==> config.mk <==
export PLATFORM = sky130hd
export DESIGN_NAME = pwgen_top
export DESIGN_NICKNAME = d
export VERILOG_FILES = /design/src/rtl/pwgen_pkg.sv /design/src/rtl/pwgen_odometer.sv /design/src/rtl/pwgen_packer.sv /design/src/rtl/pwgen_top.sv
export SDC_FILE = /design/constraint.sdc
export NUM_CORES = 1
export LEC_CHECK = 0
export ABC_AREA = 1
export BUFFER_PORTS_ARGS = -buffer_cell sky130_fd_sc_hd__buf_4
export CORE_AREA = 2 2 225 227
export DETAILED_ROUTE_END_ITERATION = 7
export DIE_AREA = 0 0 227 229
export GPL_TIMING_DRIVEN = 0
export PLACE_DENSITY = 0.32
export RECOVER_POWER = 25
export REMOVE_ABC_BUFFERS = 1
export SETUP_SLACK_MARGIN = 0.4
export SYNTH_ARGS = -nofsm -noshare
export SYNTH_HDL_FRONTEND = slang
export SYNTH_SLANG_ARGS = --single-unit
==> constraint.sdc <==
create_clock -name clk -period 1.65 [get_ports clk]
set_input_delay 0.165 -clock clk [delete_from_list [all_inputs] [get_ports clk]]
set_output_delay 0.165 -clock clk [all_outputs]
set_load 0.03 [all_outputs]
==> src/rtl/pwgen_pkg.sv <==
package pwgen_pkg;
    typedef struct packed {
        logic running;
        logic done;
    } pwgen_ctrl_t;
endpackage

==> src/rtl/pwgen_odometer.sv <==
module pwgen_odometer #(
    parameter int NCHARS = 7,
    parameter int ALPHA  = 26,
    localparam int IDXW  = (ALPHA > 1) ? $clog2(ALPHA) : 1
) (
    input  logic                   clk,
    input  logic                   rst_n,
    input  logic                   clear,
    input  logic                   step,
    output logic [NCHARS*IDXW-1:0] idx,
    output logic                   last
);
    localparam logic [IDXW-1:0] MAXI = IDXW'(ALPHA - 1);

    logic [IDXW-1:0] dig_d [NCHARS];
    logic [IDXW-1:0] dig_q [NCHARS];

    always_comb begin
        logic carry;
        carry = step;
        last  = 1'b1;
        for (int p = NCHARS - 1; p >= 0; p--) begin
            logic at_max;
            at_max = (dig_q[p] == MAXI);
            last   = last & at_max;
            if (clear)
                dig_d[p] = '0;
            else if (carry)
                dig_d[p] = at_max ? '0 : dig_q[p] + 1'b1;
            else
                dig_d[p] = dig_q[p];
            carry = carry & at_max;
        end
    end

    always_ff @(posedge clk) begin
        for (int p = 0; p < NCHARS; p++) begin
            if (!rst_n) dig_q[p] <= '0;
            else        dig_q[p] <= dig_d[p];
        end
    end

    always_comb begin
        for (int p = 0; p < NCHARS; p++)
            idx[p*IDXW +: IDXW] = dig_q[p];
    end

    // a step that is not the final wrap always changes the digits
    a_r3_step_moves: assert property (@(posedge clk) disable iff (!rst_n)
        (step && !clear && !last) |=> (idx != $past(idx)));
    // stepping past the final digit set returns to all zero
    a_r7_wrap_zero: assert property (@(posedge clk) disable iff (!rst_n)
        (step && last) |=> (idx == '0));
endmodule

==> src/rtl/pwgen_packer.sv <==
module pwgen_packer #(
    parameter int         NCHARS     = 7,
    parameter int         ALPHA      = 26,
    parameter logic [7:0] FIRST_CHAR = 8'h61,
    localparam int IDXW  = (ALPHA > 1) ? $clog2(ALPHA) : 1
) (
    input  logic [NCHARS*IDXW-1:0] idx,
    output logic [511:0]           blk,
    output logic [8*NCHARS-1:0]    cand
);
    localparam logic [63:0] LEN_BITS = 64'(NCHARS * 8);

    for (genvar b = 0; b < 64; b++) begin : g_byte
        if (b < NCHARS) begin : g_char
            logic [7:0] ch;
            assign ch             = FIRST_CHAR + 8'(idx[b*IDXW +: IDXW]);
            assign blk[8*b +: 8]  = ch;
            assign cand[8*b +: 8] = ch;
        end else if (b == NCHARS) begin : g_pad
            assign blk[8*b +: 8] = 8'h80;
        end else if (b >= 56) begin : g_len
            assign blk[8*b +: 8] = LEN_BITS[8*(b-56) +: 8];
        end else begin : g_zero
            assign blk[8*b +: 8] = 8'h00;
        end
    end
endmodule

==> src/rtl/pwgen_top.sv <==
module pwgen_top #(
    parameter int         NCHARS     = 7,
    parameter int         ALPHA      = 26,
    parameter logic [7:0] FIRST_CHAR = 8'h61
) (
    input  logic                clk,
    input  logic                rst_n,
    input  logic                start,
    input  logic                take,
    output logic                blk_valid,
    output logic [511:0]        blk_data,
    output logic [8*NCHARS-1:0] cand,
    output logic                done
);
    import pwgen_pkg::*;

    localparam int IDXW = (ALPHA > 1) ? $clog2(ALPHA) : 1;
    localparam logic [8*NCHARS-1:0] FIRST_CAND = {NCHARS{FIRST_CHAR}};
    localparam logic [8*NCHARS-1:0] LAST_CAND  = {NCHARS{8'(FIRST_CHAR + 8'(ALPHA - 1))}};

    pwgen_ctrl_t ctl_d, ctl_q;
    logic clear_w, step_w, last_w;
    logic [NCHARS*IDXW-1:0] idx_w;

    always_comb begin
        ctl_d   = ctl_q;
        clear_w = 1'b0;
        step_w  = 1'b0;
        if (!ctl_q.running) begin
            if (start) begin
                ctl_d.running = 1'b1;
                ctl_d.done    = 1'b0;
                clear_w       = 1'b1;
            end
        end else if (take) begin
            step_w = 1'b1;
            if (last_w) begin
                ctl_d.running = 1'b0;
                ctl_d.done    = 1'b1;
            end
        end
    end

    always_ff @(posedge clk) begin
        if (!rst_n) ctl_q <= '0;
        else        ctl_q <= ctl_d;
    end

    pwgen_odometer #(.NCHARS(NCHARS), .ALPHA(ALPHA)) u_odo (
        .clk(clk), .rst_n(rst_n), .clear(clear_w), .step(step_w),
        .idx(idx_w), .last(last_w)
    );

    pwgen_packer #(.NCHARS(NCHARS), .ALPHA(ALPHA), .FIRST_CHAR(FIRST_CHAR)) u_pack (
        .idx(idx_w), .blk(blk_data), .cand(cand)
    );

    assign blk_valid = ctl_q.running;
    assign done      = ctl_q.done;

    // a held candidate stays put
    a_r4_hold: assert property (@(posedge clk) disable iff (!rst_n)
        (blk_valid && !take) |=> (blk_valid && $stable(cand)));
    // start from idle loads the first string
    a_r2_load: assert property (@(posedge clk) disable iff (!rst_n)
        (!blk_valid && start) |=> (blk_valid && !done && cand == FIRST_CAND));
    // idle without start changes nothing
    a_r9_idle_quiet: assert property (@(posedge clk) disable iff (!rst_n)
        (!blk_valid && !start) |=> (!blk_valid && $stable(cand)));
    // done only follows consumption of the final string
    a_r7_done_after_last: assert property (@(posedge clk) disable iff (!rst_n)
        $rose(done) |-> ($past(cand) == LAST_CAND && $past(blk_valid) && $past(take)));
    // valid and done never together
    a_r7_exclusive: assert property (@(posedge clk) disable iff (!rst_n)
        !(blk_valid && done));
    // start during a run does not disturb a held candidate
    a_r8_start_ignored: assert property (@(posedge clk) disable iff (!rst_n)
        (blk_valid && start && !take) |=> (blk_valid && $stable(cand)));
endmodule

==> results.txt <==
The run finished with clean final reports. The signal on the critical path passes through inv_2 > ha_4 > nand2_2 > nor2_4 > nand2_2 > nor2_4 > buf_12 > buf_4 > buf_16 > nand4_1 > a21oi_1. The count of nets left with antenna violations once routing finished came out at 0. The critical path runs through a total of 11 cells. The worst path needs 1610 ps of the cycle, external delays included. The startpoint identified for the worst hold timing path is rst_n. The power per unit of standard cell area is 469 mW/mm2. Broken down by cell family, the worst path's largest delay share belongs to buffers and inverters.

Clock tree synthesis selected as its root buffer the cell sky130_fd_sc_hd__clkbuf_16. The total global-route track usage came out at 0.0524. The fraction of synthesis flops using an asynchronous set or reset pin is 0. Setup violations remaining at the end of the flow were counted as 0. The nature of the critical path startpoint is a flop. The die footprint came out at 0.0520 mm2. The residual overflow from global routing came out at 0.

The detailed router placed 4064 vias in this run. Summed over all layers, the routed wires come to 15200 um. The slack of the worst reg-to-reg path came out at 40 ps. The standard-cell row count came out at 82. Timing analysis after detailed placement gives a worst setup slack of -1010 ps.

The internal portion of total power is 1.82 mW. The initial antenna violation count is 0. The destination of the worst register-to-register timing path is u_odo.dig_q[2][4]. The max-capacitance violation count is 0. The worst-case vdd ir drop came out at 0.000280 V.

The sequential cell fraction of total power is 0.230. The placed cell count is 1564. For this design, the sink count on the clock tree is 37. The placed standard-cell area came out at 0.00563 mm2. The final critical-path share of the clock period is 0.974. For this run, the leading register cell type out of synthesis is sky130_fd_sc_hd__dfxtp_1.

The combinational power share is 0.415. By startpoint and endpoint, the worst setup path is classified as flop to flop. After layout, the worst setup slack is 42.5 ps.

Setup repair after global routing could not meet its margin everywhere. The via count normalized by instance count came out at 2.44. Data on the critical path is required at its endpoint by 1880 ps. The via count of the first global-routing pass is 3165. The mean instance size in the synthesized netlist came out at 7.26 um2. The post-layout instance area came out at 0.00804 mm2.

The data arrival time at the worst-slack endpoint is 1840 ps. The I/O pin total came out at 574. The starting density of the core came out at 0.122. During placement, the flow inserted port buffers numbering 117. The layout-stage area growth over the synthesis result came out at 32.2%.

The clock input transition at the sequential cells of the worst setup and hold paths is 70 ps. The cell count after synthesis came out at 837. The final clock skew came out at 5.74 ps. The achievable clock frequency is 0.622 GHz. The global placer's final weighted congestion came out at 0.665. The die boundary height came out at 229 um. Of all nets on the critical path, the largest fanout is 5.

The number of cells traversed by the worst hold path came out at 3. Summing all flip-flop and latch instances after layout gives 830 um2. In the final layout, the multi-input gates occupy 0.00373 mm2. The worst reg2reg path startpoint is u_odo.dig_q[4][1].

The max-slew violation count is 0. Of the cells placed in the final design, the portion with a size suffix greater than 1 is 0.397. The net load switching power came out at 1.95 mW. The library cells used most frequently in the layout, excluding fill and tap cells, are 456 x sky130_fd_sc_hd__conb_1, 101 x sky130_fd_sc_hd__buf_6, 88 x sky130_fd_sc_hd__buf_4. The detailed-route wire length per cell came out at 9.12 um. The number of endpoints with negative hold slack in the final report is 0.

The number of different library cells used by synthesis comes to 26. Of the synthesized area, sequential elements account for 0.122. The total power came out at 3.77 mW. TritonCTS built the clock tree.

The wire length of the first global-routing pass is 19800 um. The post-synthesis register bit count came out at 37. The largest net degree at the start of global routing is 13. The worst stage delay on the critical path is 370 ps. Yosys printed 0 warnings. The die outline width is 227 um. The non-filler instance count after layout is 1667. The number of iterations in the first detailed-routing pass is 4.

The final worst hold slack came out at 63.6 ps. In the final design database the tool counted 1012 nets. The switching share of total power is 0.517. The maximum number of buffers from clock root to sink came out at 2. The TritonCTS buffer count is 5.

The clock share of power came out at 0.355. Leaving out fill and tap cells, the most frequent cell in the layout is sky130_fd_sc_hd__conb_1. The wire-length estimate of the detail-placed layout is 10900 um. The cts-stage hold buffer count came out at 0.

The clock latency of the later-clocked register in the worst-skew pair came out at 300 ps. The number of buffer and inverter stages on the critical path came out at 4. The master of the slowest instance on the critical path is sky130_fd_sc_hd__dfxtp_4. The count of flip-flops with a built-in enable after synthesis is 0. The class of the most critical hold timing path is input pin to flop.

Measured in cells, the most critical reg-to-reg path has a length of 11. After detailed routing, the number of remaining DRC violations is 0. STA classifies the critical path endpoint as a flop. The number of violations reported at the end of detailed-routing iteration 0 came out at 87. The worst hold path terminates at done. The standard cell core area is 0.0497 mm2. The H-tree was split into 2 levels. In this run the cell area of the synthesized design comes to 0.00608 mm2. The number of antenna diodes in the final layout is 0. The number of fill cells came out at 5593.

In this run the static leakage power is 3.85 nW.
==> cell usage after synthesis (5+ instances only) <==
cell	count	area share
sky130_fd_sc_hd__nand3_1	23	0.019
sky130_fd_sc_hd__o21ai_0	8	0.0066
sky130_fd_sc_hd__xor2_1	12	0.017
sky130_fd_sc_hd__xnor2_1	5	0.0072
sky130_fd_sc_hd__a21oi_1	26	0.021
sky130_fd_sc_hd__buf_4	513	0.63
sky130_fd_sc_hd__nand4_1	11	0.011
sky130_fd_sc_hd__inv_1	64	0.040
sky130_fd_sc_hd__ha_1	14	0.029
sky130_fd_sc_hd__nor2_1	33	0.020
sky130_fd_sc_hd__nand2_1	64	0.040
sky130_fd_sc_hd__dfxtp_1	37	0.12
==> metal layers <==
layer / vias up / wire [um] / track usage
li1: 1903 / - / -
met1: 1884 / 5550 / 0.0602
met2: 267 / 8060 / 0.0904
met3: 10 / 1390 / 0.0165
met4: 0 / 206 / 0.0190
met5: - / 0 / 0
==> worst max-delay path by stage <==
stage / startpoint / end / slack, ps
floorplan: u_odo.dig_q[6][2] / blk_data[53] / -420
global placement: blk_valid / u_odo.dig_q[0][3] / -1000
detailed placement: blk_valid / u_odo.dig_q[0][1] / -1010
CTS: u_odo.dig_q[5][1] / u_odo.dig_q[0][1] / 20
global route: u_odo.dig_q[5][0] / u_odo.dig_q[0][3] / -70
finish: u_odo.dig_q[4][1] / u_odo.dig_q[2][4] / 40
==> cell families after synthesis <==
kind of cell             synth area share
AO/OA/AOI/OAI                      0.0356
XOR/XNOR                           0.0245
adder cells (fa/ha/maj)            0.0288
buffers and inverters               0.677
flip-flops                          0.122
other                             0.00124
AND/OR/NAND/NOR                     0.111
==> power groups by stage <==
stage	Sequential (mW)	Clock (mW)	Combinational, mW
after floorplan	0.923	0	1.39
after global placement	0.920	0	1.43
after detailed placement	0.920	0	1.43
after CTS	0.874	1.43	1.54
after global routing	0.868	1.44	1.65
final	0.868	1.34	1.56
==> worst reg2reg max path: stages (launching register included) <==
cell and delay [ps]:
sky130_fd_sc_hd__dfxtp_4 370, sky130_fd_sc_hd__inv_2 70, sky130_fd_sc_hd__ha_4 120, sky130_fd_sc_hd__nand2_2 60, sky130_fd_sc_hd__nor2_4 140, sky130_fd_sc_hd__nand2_2 80, sky130_fd_sc_hd__nor2_4 100, sky130_fd_sc_hd__buf_12 140
sky130_fd_sc_hd__buf_4 140, sky130_fd_sc_hd__buf_16 100, sky130_fd_sc_hd__nand4_1 60, sky130_fd_sc_hd__a21oi_1 150
==> per-stage QoR <==
stage	utilization	TNS, ps
detailed placement	0.113	-27220
global route	0.162	-626
floorplan	-	-10170
global placement	0.113	-27280
CTS	0.150	0
finish	0.162	0
==> what timing repair did <==
item,4_1_cts,5_1_grt
gates resized for setup,281,96
endpoints found under the setup margin,141,139
cloned,5,0
pin swaps,42,41
setup buffers,65,25
==> state kept, by name (all words and copies together) (netlist names) <==
name / flops
blk_valid: 1
done: 1
u_odo.dig_q: 35
==> area by class of cell <==
class                   instances  share of cell area
repair buffers                209               0.267
clock buffers                   5              0.0156
multi-input cells             674               0.464
repair inverters                1            0.000934
flip-flops and latches         37               0.103
well taps                     672               0.105
clock inverters                 3             0.00809
inverters                      66              0.0367
Power figures use the tool's default switching activity.
